--- config.mk ---
export PLATFORM = sky130hd
export DESIGN_NAME = can_screen_filter
export DESIGN_NICKNAME = d
export VERILOG_FILES = /design/src/rtl/can_screen_filter.sv
export SDC_FILE = /design/constraint.sdc
export NUM_CORES = 1
export LEC_CHECK = 0
export BUFFER_PORTS_ARGS = -buffer_cell sky130_fd_sc_hd__buf_4
export CAP_MARGIN = 30
export CORE_MARGIN = 10
export CORE_UTILIZATION = 61
export DETAILED_ROUTE_END_ITERATION = 8
export HOLD_SLACK_MARGIN = 0.05
export PLACE_DENSITY_LB_ADDON = 0.3
export SKIP_LAST_GASP = 1
export SLEW_MARGIN = 20
export SYNTH_ARGS = -nofsm -noshare
export SYNTH_HDL_FRONTEND = slang
export SYNTH_SLANG_ARGS = --single-unit
--- constraint.sdc ---
create_clock -name clk -period 3.6 [get_ports clk]
set_clock_uncertainty 0.15 [all_clocks]
set_input_delay 0.36 -clock clk [delete_from_list [all_inputs] [get_ports clk]]
set_output_delay 0.36 -clock clk [all_outputs]
set_load 0.05 [all_outputs]
--- src/rtl/can_screen_filter.sv ---
module can_screen_filter #(
  parameter int NSCR = 4
) (
  input  logic                     clk,
  input  logic                     rst_n,
  input  logic [1:0]               cfg_mode,
  input  logic                     frm_valid,
  input  logic                     frm_ide,
  input  logic                     frm_rtr,
  input  logic [28:0]              frm_id,
  input  logic [3:0]               frm_dlc,
  input  logic [7:0]               frm_d0,
  input  logic [7:0]               frm_d1,
  input  logic                     wr_en,
  input  logic [$clog2(NSCR)-1:0]  wr_idx,
  input  logic                     wr_mask,
  input  logic [31:0]              wr_data,
  output logic                     acc_valid,
  output logic                     acc_hit,
  output logic [$clog2(2*NSCR)-1:0] acc_idx
);

  localparam int NH = 2 * NSCR;
  localparam int IW = $clog2(NH);

  logic [NSCR-1:0][31:0] sh_match, sh_mask, ac_match, ac_mask;
  logic [NSCR-1:0][31:0] dif;
  logic [31:0] fw, care, miss;
  logic        ide_ok, split, d0_abs, d1_abs;
  logic [NSCR-1:0] hf;
  logic [NH-1:0]   hs, cand;
  logic            hit_n;
  logic [IW-1:0]   idx_n;

  always_ff @(posedge clk or negedge rst_n)
    if (!rst_n) begin
      sh_match <= '0;
      sh_mask  <= '0;
    end else if (wr_en) begin
      if (wr_mask) sh_mask[wr_idx]  <= wr_data;
      else         sh_match[wr_idx] <= wr_data;
    end

  always_ff @(posedge clk or negedge rst_n)
    if (!rst_n) begin
      ac_match <= '0;
      ac_mask  <= '0;
    end else if (!frm_valid) begin
      ac_match <= sh_match;
      ac_mask  <= sh_mask;
    end

  assign d0_abs = !frm_rtr && (frm_dlc == 4'd0);
  assign d1_abs = !frm_rtr && (frm_dlc < 4'd2);
  assign split  = (cfg_mode == 2'd2);

  always_comb begin
    fw = '0; care = '0; miss = '0; ide_ok = 1'b0;
    case (cfg_mode)
      2'd0: begin
        fw     = {frm_id, frm_rtr, 2'b00};
        care   = 32'hFFFF_FFFC;
        ide_ok = frm_ide;
      end
      2'd1: begin
        fw     = {frm_id[10:0], frm_rtr, 4'h0, frm_d0, frm_d1};
        care   = frm_rtr ? 32'hFFF0_0000 : 32'hFFF0_FFFF;
        miss   = {16'h0, {8{d0_abs}}, {8{d1_abs}}};
        ide_ok = !frm_ide;
      end
      2'd2: begin
        fw     = {frm_id[10:0], frm_rtr, frm_d0, frm_id[10:0], frm_rtr};
        care   = frm_rtr ? 32'hFFF0_0FFF : 32'hFFFF_FFFF;
        miss   = {12'h0, {8{d0_abs}}, 12'h0};
        ide_ok = !frm_ide;
      end
      default: ;
    endcase
  end

  for (genvar k = 0; k < NSCR; k++) begin : g_scr
    assign dif[k]      = ((fw ^ ac_match[k]) | miss) & ~ac_mask[k] & care;
    assign hf[k]       = ide_ok && (dif[k] == '0);
    assign hs[2*k]     = ide_ok && (dif[k][31:12] == '0);
    assign hs[2*k+1]   = ide_ok && (dif[k][11:0] == '0);
  end

  assign cand = split ? hs : {{NSCR{1'b0}}, hf};

  always_comb begin
    hit_n = 1'b0;
    idx_n = '0;
    for (int i = NH - 1; i >= 0; i--)
      if (cand[i]) begin
        hit_n = 1'b1;
        idx_n = IW'(i);
      end
  end

  always_ff @(posedge clk or negedge rst_n)
    if (!rst_n) begin
      acc_valid <= 1'b0;
      acc_hit   <= 1'b0;
      acc_idx   <= '0;
    end else begin
      acc_valid <= frm_valid;
      acc_hit   <= frm_valid && hit_n;
      acc_idx   <= frm_valid ? idx_n : '0;
    end

  a_r1_strobe_lat: assert property (@(posedge clk) disable iff (!rst_n)
    frm_valid |=> acc_valid);
  a_r1_idle_quiet: assert property (@(posedge clk) disable iff (!rst_n)
    !frm_valid |=> !acc_valid);
  a_r1_hit_qual: assert property (@(posedge clk) disable iff (!rst_n)
    acc_hit |-> acc_valid);
  a_r7_idx_zero: assert property (@(posedge clk) disable iff (!rst_n)
    !acc_hit |-> (acc_idx == '0));
  a_r8_reject_all: assert property (@(posedge clk) disable iff (!rst_n)
    (frm_valid && cfg_mode == 2'd3) |=> !acc_hit);
  a_r3_ext_only: assert property (@(posedge clk) disable iff (!rst_n)
    (frm_valid && cfg_mode == 2'd0 && !frm_ide) |=> !acc_hit);
  a_r4_std_only: assert property (@(posedge clk) disable iff (!rst_n)
    (frm_valid && (cfg_mode == 2'd1 || cfg_mode == 2'd2) && frm_ide) |=> !acc_hit);
  a_r5_idx_range: assert property (@(posedge clk) disable iff (!rst_n)
    (frm_valid && cfg_mode != 2'd2) |=> (acc_idx < IW'(NSCR)));
  a_r9_bank_frozen: assert property (@(posedge clk) disable iff (!rst_n)
    frm_valid |=> ($stable(ac_match) && $stable(ac_mask)));

endmodule

==> results of run 1 <==
[metrics by stage]
stage	utilization	cells	power (mW)	worst slack [ns]	cell area, µm²
after floorplan	-	1687	10.22	0.2314	22680
final	0.7337	2410	17.21	0.1020	26860
after global placement	0.6759	2284	11.40	-0.8357	24750
after CTS	0.7335	2410	17.26	0.1643	26850
after detailed placement	0.6759	2284	11.62	-0.7974	24750
after global routing	0.7337	2410	17.98	0.03616	26860
[Yosys cell counts (all sizes together), types with 7 or more instances]
cell | count | share of area
dfrtp | 517 | 0.57
mux2 | 513 | 0.25
clkbuf | 74 | 0.012
a21oi | 60 | 0.013
xnor2 | 52 | 0.020
nor2 | 51 | 0.0084
nand2 | 45 | 0.0074
inv | 36 | 0.0060
nor2b | 30 | 0.0083
o21ai | 30 | 0.0066
nor3 | 26 | 0.0057
or3 | 26 | 0.0072
o22ai | 19 | 0.0052
mux2i | 18 | 0.0079
a31oi | 16 | 0.0044
a222oi | 15 | 0.0066
nor4 | 10 | 0.0028
a211oi | 9 | 0.0032
buf | 9 | 0.0021
a22oi | 8 | 0.0026
nand4 | 8 | 0.0022
nand2b | 7 | 0.0019
[what timing repair did]
action	4_1_cts	5_1_grt
pin swaps	0	0
setup endpoints to repair	4	4
buffers inserted	0	0
resized for setup	2	1
hold buffers	33	0
hold endpoints to repair	359	0
[logic make-up after synthesis]
logic type / Yosys count
adder cells (fa/ha/maj): 4
flip-flops: 517
AND/OR/NAND/NOR: 237
buffers and inverters: 119
XOR/XNOR: 56
multiplexers: 531
AO/OA/AOI/OAI: 223
[worst max-delay path, stage by stage]
cell and delay (ns):
buf_4 0.13, inv_1 0.07, ha_1 0.22, buf_4 0.16
buf_4 0.16, or2_2 0.35, nand3_1 0.16, a41oi_1 0.09
nor4_2 0.46, nand4_1 0.25, a2111oi_2 0.61, buf_4 0.20
nor2_1 0.05, o32a_1 0.38, a21oi_1 0.18
[sequential cells by signal, indices dropped and copies added, names as in the netlist]
| register | flops |
|---|---|
| acc_idx | 3 |
| ac_match | 128 |
| sh_match | 128 |
| acc_hit | 1 |
| sh_mask | 128 |
| acc_valid | 1 |
| ac_mask | 128 |
[area by class of cell]
class | instances | share of cell area
flip-flops and latches | 517 | 0.4816
multi-input cells | 1051 | 0.3474
repair buffers | 245 | 0.07816
clock buffers | 76 | 0.05702
well taps | 468 | 0.02180
clock inverters | 17 | 0.008990
inverters | 36 | 0.005031
[worst max path at each step]
stage	from	end	slack, ns	depth (start not counted)
after floorplan	cfg_mode[0]	acc_idx[2]	0.23	12
after detailed placement	cfg_mode[0]	acc_idx[2]	-0.80	16
after global routing	cfg_mode[0]	acc_idx[2]	0.04	16
final	cfg_mode[0]	acc_idx[0]	0.10	15
after CTS	cfg_mode[0]	acc_idx[0]	0.16	15
after global placement	cfg_mode[0]	acc_idx[2]	-0.84	16
[power breakdown]
part | switching [mW] | internal [mW] | leakage [nW]
combinational | 1.42 | 1.91 | 4.58
sequential | 1.10 | 7.23 | 6.22
clock | 2.31 | 3.25 | 0.874
total | 4.83 | 12.4 | 11.7
[routing by layer]
layer | GRT usage | share of wire
met5 | 0 | 0
met4 | 0.08887 | 0.026
met3 | 0.03783 | 0.051
met2 | 0.4470 | 0.49
met1 | 0.3747 | 0.43
==> results.md, run 1 <==
* CTS tree: built
* Initial antenna violation count at 0
* Slew at the pin closest to its max-slew limit at 0.9485 ns
* Warnings from Yosys at 0
* Post-Synth Simple-Gate Area at 0.05516
* Reg2reg path depth at 10
* Hold path cells at 3
* Reg-to-reg slack, setup at 0.40 ns
* Worst min-delay path class: in2reg
* # IOs at 97
* Fraction of layout cells with a size suffix above 1 at 0.4233
* XOR/XNOR Fraction of Synth Area at 0.02162
* Critical Path AT at 3.84 ns
* Avg Cell Area, Syn at 13.45 µm²
* Critical path class: in2reg
* Slew Limit Headroom at 0.3677
* Crit start category: input port
* Count of different cell masters after synthesis at 67
* CTS root buffer: clkbuf_16
* Drt wl/cell at 25.17 µm
* Full die area at 45,300 µm²
* Post-DRT Antenna Nets at 0
* Row count at 70
* Die Ht at 212.8 µm
* Via density per instance at 6.232
* Main combinational cell family by area after synthesis: multiplexers
* Clk_lat worst skew at 0.61 ns
* Vias in the first global route at 15,870
* Filler cells at 2,356
* Synth Flop Type: dfrtp_1
* Antenna cells at 0
* DP Wirelength at 41,010 µm
* Adder-Cell Fraction of Synth Area at 0.002206
* Post-route clock period utilization at 0.9717
* Post-layout minimum cycle time at 3.498 ns
* Global-route wire length before repair at 94,980 µm
* #FFs+latches synth at 517
* Core area at 36,610 µm²
* Pwr dens at 640.8 nW/µm²
* Worst Hold End: acc_hit
* Worst Path Max Fanout at 8
* Asr flop ratio synth at 1.000
* Tot GR Track Use at 0.2745
* Maximum VDD drop at 0.5145 mV
* Chip width at 212.8 µm
* Reg2reg start: ac_match[79]
* Complex-gate fraction of the synthesized area at 0.06774
* Cells after Synth at 1,687
* Setup tns final at 0 ns
* Worst Setup End Kind: register
* CP required at 3.94 ns
* CTS H-tree depth at 2
* Unrepaired setup endpoints after global routing: no
* Number of CTS-inserted buffers at 51
* Slew Limit Fails at 0
* Drt drc at 0
* Overflow after GRT at 0
* Area Overhead vs Synth at 18.42%
* Drt first pass iters at 5
* # port buffers at 96
* Sequential cell area at 12,940 µm²
* Setup violators final at 0
* Max-Cap Viols at 0
* Most frequent cells in the layout: dfrtp_1, mux2_2, buf_4
* RD Place Congestion at 1.018
* Hold Vio Cnt, Final at 0
* Final #Nets at 1,998
* Initial Util at 0.6196
* Largest net degree at the start of global routing at 118
* Post-synthesis sequential area ratio at 0.5704
* Run status: complete, no violations
* LEAKAGE at 11.67 nW
* Capturing point of the worst reg2reg path: acc_idx[1]
* Number of synthesized flops with an enable pin at 0
* Worst hold slack at 0.1377 ns
* Synthesized net count at 1,783
* Reg clk slew, reported paths at 0.06 ns
* Commonest non-fill, non-tap cell in the layout: dfrtp_1
* Sinks on the clock net at 517
* Via count at 15,020
* Syn Std Cell Area at 22,680 µm²
* F_max at 285.9 MHz
* 1st-iter DRT viols at 1,171
* Clk buf depth at 3
* Worst Min Path Start: frm_valid
* Footprint of the multi-input gates at 9330 µm²
* Post-synthesis mux area share at 0.2626
* Final WL at 60,660 µm
Note: power is estimated with default switching activity, not from simulation.
==> inputs of run 2 (changes only) <==
- CORE_UTILIZATION: 61 -> 56
- clock period: 3.6 -> 2.9 ns (I/O delays scaled with it)
==> results.md, run 2 (synthesis results as in run 1) <==
* Antenna cells at 0 (unchanged)
* Critical Path AT at 3.27 ns (was 3.84 ns)
* RD Place Congestion at 0.9285 (was 1.018)
* Post-layout minimum cycle time at 2.899 ns
* Worst hold slack at 0.1635 ns (was 0.1377 ns)
* 1st-iter DRT viols at 1,232 (was 1,171)
* Setup tns final at 0 ns (unchanged)
* Slew at the pin closest to its max-slew limit at 0.7334 ns (was 0.9485 ns)
* Total chip power at 21.41 mW (was 17.21 mW)
* Number of CTS-inserted buffers at 51 (unchanged)
* Post-Layout Inst Area at 27,710 µm² (was 26,860 µm²)
* Drt first pass iters at 6 (was 5)
* Hold Vio Cnt, Final at 0 (unchanged)
* Slew Limit Fails at 0 (unchanged)
* Post-route clock period utilization at 0.9995
* Worst Setup End Kind: register (unchanged)
* Slew Limit Headroom at 0.5111 (was 0.3677)
* Worst min-delay path class: in2async (was in2reg)
* Vias in the first global route at 16,080 (was 15,870)
* Post-Place Cell Area at 25,330 µm² (was 24,750 µm²)
* Area Overhead vs Synth at 22.15% (was 18.42%)
* Run status: complete, no violations (unchanged)
* Max-Cap Viols at 0 (unchanged)
* F_max at 345.0 MHz
* Commonest non-fill, non-tap cell in the layout: dfrtp_1 (unchanged)
* Setup violators final at 0 (unchanged)
* Via density per instance at 6.039 (was 6.232)
* Reg clk slew, reported paths at 0.07 ns (was 0.06 ns)
* LEAKAGE at 12.01 nW (was 11.67 nW)
* Worst Path Max Fanout at 6 (was 8)
* Unrepaired setup endpoints after global routing: yes (was no)
* Drt drc at 0 (unchanged)
* DP Wirelength at 40,530 µm (was 41,010 µm)
* CTS H-tree depth at 2 (unchanged)
* Drt wl/cell at 24.06 µm (was 25.17 µm)
* Filler cells at 2,739 (was 2,356)
* Full die area at 48,960 µm² (was 45,300 µm²)
* Footprint of the multi-input gates at 9497 µm² (was 9330 µm²)
* Initial antenna violation count at 0 (unchanged)
* Tot GR Track Use at 0.2419 (was 0.2745)
* Chip width at 221.3 µm (was 212.8 µm)
* Fraction of layout cells with a size suffix above 1 at 0.4510 (was 0.4233)
* Post-DRT Antenna Nets at 0 (unchanged)
* Core area at 39,910 µm² (was 36,610 µm²)
* Critical path class: in2reg (unchanged)
* Final #Nets at 2,058 (was 1,998)
* Die Ht at 221.3 µm (was 212.8 µm)
* # IOs at 97 (unchanged)
* Sinks on the clock net at 517 (unchanged)
* Overflow after GRT at 0 (unchanged)
* Crit start category: input port (unchanged)
* Most frequent cells in the layout: dfrtp_1, mux2_2, buf_4 (unchanged)
* Clk buf depth at 3 (unchanged)
* Final WL at 60,700 µm (was 60,660 µm)
* CP required at 3.27 ns (was 3.94 ns)
* Largest net degree at the start of global routing at 80 (was 118)
* Maximum VDD drop at 0.5142 mV (was 0.5145 mV)
* # port buffers at 96 (unchanged)
* Clk_lat worst skew at 0.61 ns (about the same)
* Via count at 15,240 (was 15,020)
* Global-route wire length before repair at 93,420 µm (was 94,980 µm)
* Pwr dens at 772.8 nW/µm² (was 640.8 nW/µm²)
* Sequential cell area at 12,940 µm² (about the same)
* CTS root buffer: clkbuf_16 (unchanged)
* Row count at 73 (was 70)
* CTS tree: built (unchanged)
* Initial Util at 0.5683 (was 0.6196)
[run 2: critical path, stage by stage]
cell and delay, ns:
buf_8 0.12, ha_4 0.17, buf_12 0.14, a22oi_1 0.28, nor2_1 0.11, buf_4 0.16
xor2_1 0.15, a222oi_1 0.39, nand4_1 0.29, a2111oi_4 0.37, buf_4 0.18, nor2_1 0.05
o32a_1 0.37, a31oi_1 0.19
[run 2: layout make-up]
| cell class | count | share of cell area |
|---|---|---|
| sequential | 517 | 0.4670 |
| clock buffer | 73 | 0.05302 |
| tap | 525 | 0.02371 |
| inverter | 36 | 0.005600 |
| timing repair buffer | 305 | 0.09899 |
| clock inverter | 16 | 0.008896 |
| multi-input combinational | 1051 | 0.3428 |
[run 2: worst paths after layout]
check,slack [ns],cells after the start,from,endpoint
max,0.001,14,cfg_mode[1],acc_hit
min,0.16,2,rst_n,ac_mask[12]
max reg2reg,0.05,11,ac_match[47],acc_hit
min reg2reg,0.35,1,sh_mask[37],ac_mask[37]
max in group asynchronous,1.55,3,rst_n,sh_mask[123]
min in group clk,0.22,4,wr_idx[0],sh_match[89]
[run 2: layer usage]
layer,vias to the layer above,track usage,routed length [µm]
li1,6710,-,-
met1,7917,0.3192,26080
met2,484,0.3892,28770
met3,126,0.05022,3893
met4,0,0.08587,1947
met5,-,0,0
[run 2: what timing repair did]
action                     4_1_cts  5_1_grt
setup endpoints to repair        4        4
gates resized for setup         10       25
buffers inserted                 1       11
cloned                           0        1
hold endpoints to repair       397        0
pin swaps                        4       17
hold buffers                    34        0
[run 2: power by group]
group | internal (mW) | leakage (nW) | switching, mW
logic | 2.54 | 4.95 | 1.89
clock network | 3.97 | 0.847 | 2.78
registers | 8.97 | 6.21 | 1.25
total | 15.5 | 12.0 | 5.92
[run 2: stage by stage]
step	std cells	setup slack, ns	utilization
after global routing	2523	-0.07365	0.6941
after detailed placement	2387	-0.8014	0.6347
after global placement	2387	-0.6933	0.6347
after floorplan	1687	-0.2862	-
final	2523	0.001471	0.6941
after CTS	2511	-0.01351	0.6876
==> inputs of run 3 (changes only) <==
- CORE_ASPECT_RATIO: unset -> 0.9
==> results.md, run 3 (synthesis results as in run 1) <==
* Clk_lat worst skew at 0.60 ns (was 0.61 ns)
* Reg2reg start: ac_match[79] (was ac_match[47])
* # port buffers at 96 (unchanged)
* # IOs at 97 (unchanged)
* Setup tns final at -0.0008378 ns (was 0 ns)
* Reg2reg path depth at 9 (was 11)
* Initial Util at 0.5712 (was 0.5683)
* Clk buf depth at 3 (unchanged)
* Fin worst setup slack at -0.0008378 ns (was 0.001471 ns)
* Maximum VDD drop at 0.7171 mV (was 0.5142 mV)
* Post-DRT Antenna Nets at 0 (unchanged)
* Part of the power in registers at 0.482 (was 0.477)
* Initial antenna violation count at 0 (unchanged)
* LEAKAGE at 12.06 nW (was 12.01 nW)
* Slew at the pin closest to its max-slew limit at 0.7366 ns (was 0.7334 ns)
* Switching portion of total power at 0.2813 (was 0.2767)
* RD Place Congestion at 0.9036 (was 0.9285)
* Drt drc at 0 (unchanged)
* Capturing point of the worst reg2reg path: acc_idx[2] (was acc_hit)
* Critical Path AT at 3.23 ns (was 3.27 ns)
* CP required at 3.23 ns (was 3.27 ns)
* Hold Vio Cnt, Final at 0 (unchanged)
* 1st-iter DRT viols at 1,392 (was 1,232)
* Post-layout minimum cycle time at 2.901 ns (was 2.899 ns)
* Clock power share at 0.307 (was 0.315)
* Via density per instance at 6.058 (was 6.039)
* Fraction of layout cells with a size suffix above 1 at 0.4579 (was 0.4510)
* Max-Cap Viols at 0 (unchanged)
* F_max at 344.7 MHz (was 345.0 MHz)
* Final core occ at 0.7002 (was 0.6941)
* Critical path origin: cfg_mode[1] (unchanged)
* Worst min-delay path class: in2async (unchanged)
* NetSw at 5.979 mW (was 5.924 mW)
* Unrepaired setup endpoints after global routing: yes (unchanged)
* Total chip power at 21.26 mW (was 21.41 mW)
* Die Ht at 210.9 µm (was 221.3 µm)
* Crit start category: input port (unchanged)
* Global-route wire length before repair at 94,510 µm (was 93,420 µm)
* Pwr dens at 764.4 nW/µm² (was 772.8 nW/µm²)
* Setup violators final at 1 (was 0)
* Chip width at 232.1 µm (was 221.3 µm)
* Most frequent cells in the layout: dfrtp_1, mux2_2, buf_4 (unchanged)
* CTS root buffer: clkbuf_16 (unchanged)
* Worst Path Max Fanout at 8 (was 6)
* Tot GR Track Use at 0.2502 (was 0.2419)
* Full die area at 48,970 µm² (was 48,960 µm²)
* Via count at 15,450 (was 15,240)
* Critical path class: in2reg (unchanged)
* Slew Limit Fails at 0 (unchanged)
* Reg clk slew, reported paths at 0.06 ns (was 0.07 ns)
* Largest net degree at the start of global routing at 79 (was 80)
* Final #Nets at 2,077 (was 2,058)
* Number of CTS-inserted buffers at 50 (was 51)
* Slew Limit Headroom at 0.5089 (was 0.5111)
* CTS tree: built (unchanged)
* Sinks on the clock net at 517 (unchanged)
* DP Wirelength at 40,630 µm (was 40,530 µm)
* Final WL at 61,580 µm (was 60,700 µm)
* CTS H-tree depth at 2 (unchanged)
* Vias in the first global route at 15,910 (was 16,080)
* Area Overhead vs Synth at 22.59% (was 22.15%)
* Comb pwr share at 0.212 (was 0.207)
* Drt wl/cell at 24.15 µm (was 24.06 µm)
* Drt first pass iters at 5 (was 6)
* Failing checks: negative setup slack
* Commonest non-fill, non-tap cell in the layout: dfrtp_1 (unchanged)
* Post-route clock period utilization at 1.000 (was 0.9995)
* Worst Setup End Kind: register (unchanged)
* Overflow after GRT at 0 (unchanged)
* Int Power at 15.28 mW (was 15.49 mW)
* Antenna cells at 0 (unchanged)
* Core area at 39,710 µm² (was 39,910 µm²)
* Run status: finished with violations (was complete, no violations)
* Reg-to-reg slack, setup at 0.09 ns (was 0.05 ns)
* Placement Setup Slack at -0.9786 ns (was -0.8014 ns)
* Row count at 69 (was 73)
run 3: changes by cell type in the layout (fill, tap and decap cells not counted), moves of 2 or more:
cell	previous run	this run
bufinv_16	5	2
clkbuf_8	11	15
dfrtp_2	2	0
clkinv_2	7	5
buf_12	25	23
a2111oi_2	0	2
buf_4	239	261
dfrtp_1	515	517
clkinvlp_4	0	3
buf_8	4	2
run 3: area by class of cell:
cell class | count | area (µm²)
sequential | 517 | 12940
clock inverter | 13 | 141.4
tap | 532 | 665.6
clock buffer | 76 | 1499
multi-input combinational | 1051 | 9535
fill | 2705 | 11910
inverter | 36 | 155.1
timing repair buffer | 325 | 2874
run 3: worst max-delay path, stage by stage:
cell and delay (ns):
buf_4 0.15, ha_4 0.23, buf_12 0.16, a222oi_1 0.35, buf_4 0.22, nor3_1 0.06, or4_4 0.49, a2111oi_4 0.30
nand3b_1 0.22, a21oi_1 0.19, o2bb2ai_1 0.15, and3b_2 0.25, nor4b_2 0.16
run 3: timing repair:
| item | in CTS | in global routing |
|---|---|---|
| pin swaps | 9 | 21 |
| setup buffers | 5 | 11 |
| resized for setup | 12 | 27 |
| gates cloned | 0 | 2 |
| hold buffers | 34 | 0 |
| endpoints found under the setup margin | 4 | 4 |
| endpoints found under the hold margin | 356 | 0 |
run 3: power by group through the flow:
| stage | Clock (mW) | Combinational [mW] | Sequential [mW] |
|---|---|---|---|
| after floorplan | 0 | 2.86 | 9.84 |
| after global placement | 0 | 4.09 | 10.2 |
| after detailed placement | 0 | 4.25 | 10.3 |
| after CTS | 6.60 | 4.38 | 10.2 |
| after global routing | 6.92 | 4.86 | 10.4 |
| final | 6.52 | 4.50 | 10.2 |
run 3: layer usage:
metal | global-route usage | vias up | share of wire
li1 | - | 6747 | -
met1 | 0.3506 | 8062 | 0.43
met2 | 0.3880 | 530 | 0.46
met3 | 0.05451 | 110 | 0.076
met4 | 0.06823 | 0 | 0.025
met5 | 0 | - | 0
run 3: worst max-delay path by stage:
stage / to / cells after the start
floorplan: acc_idx[2] / 12
global placement: acc_hit / 15
detailed placement: acc_hit / 15
CTS: acc_idx[1] / 9
global route: acc_idx[2] / 13
finish: acc_idx[2] / 13
run 3: stage by stage:
stage | area, µm² | hold slack [ns] | cells
floorplan | 22780 | -0.1556 | 1687
global placement | 25440 | 0.1988 | 2409
detailed placement | 25440 | 0.2091 | 2409
CTS | 27540 | 0.1740 | 2537
global route | 27810 | 0.1944 | 2550
finish | 27810 | 0.1347 | 2550
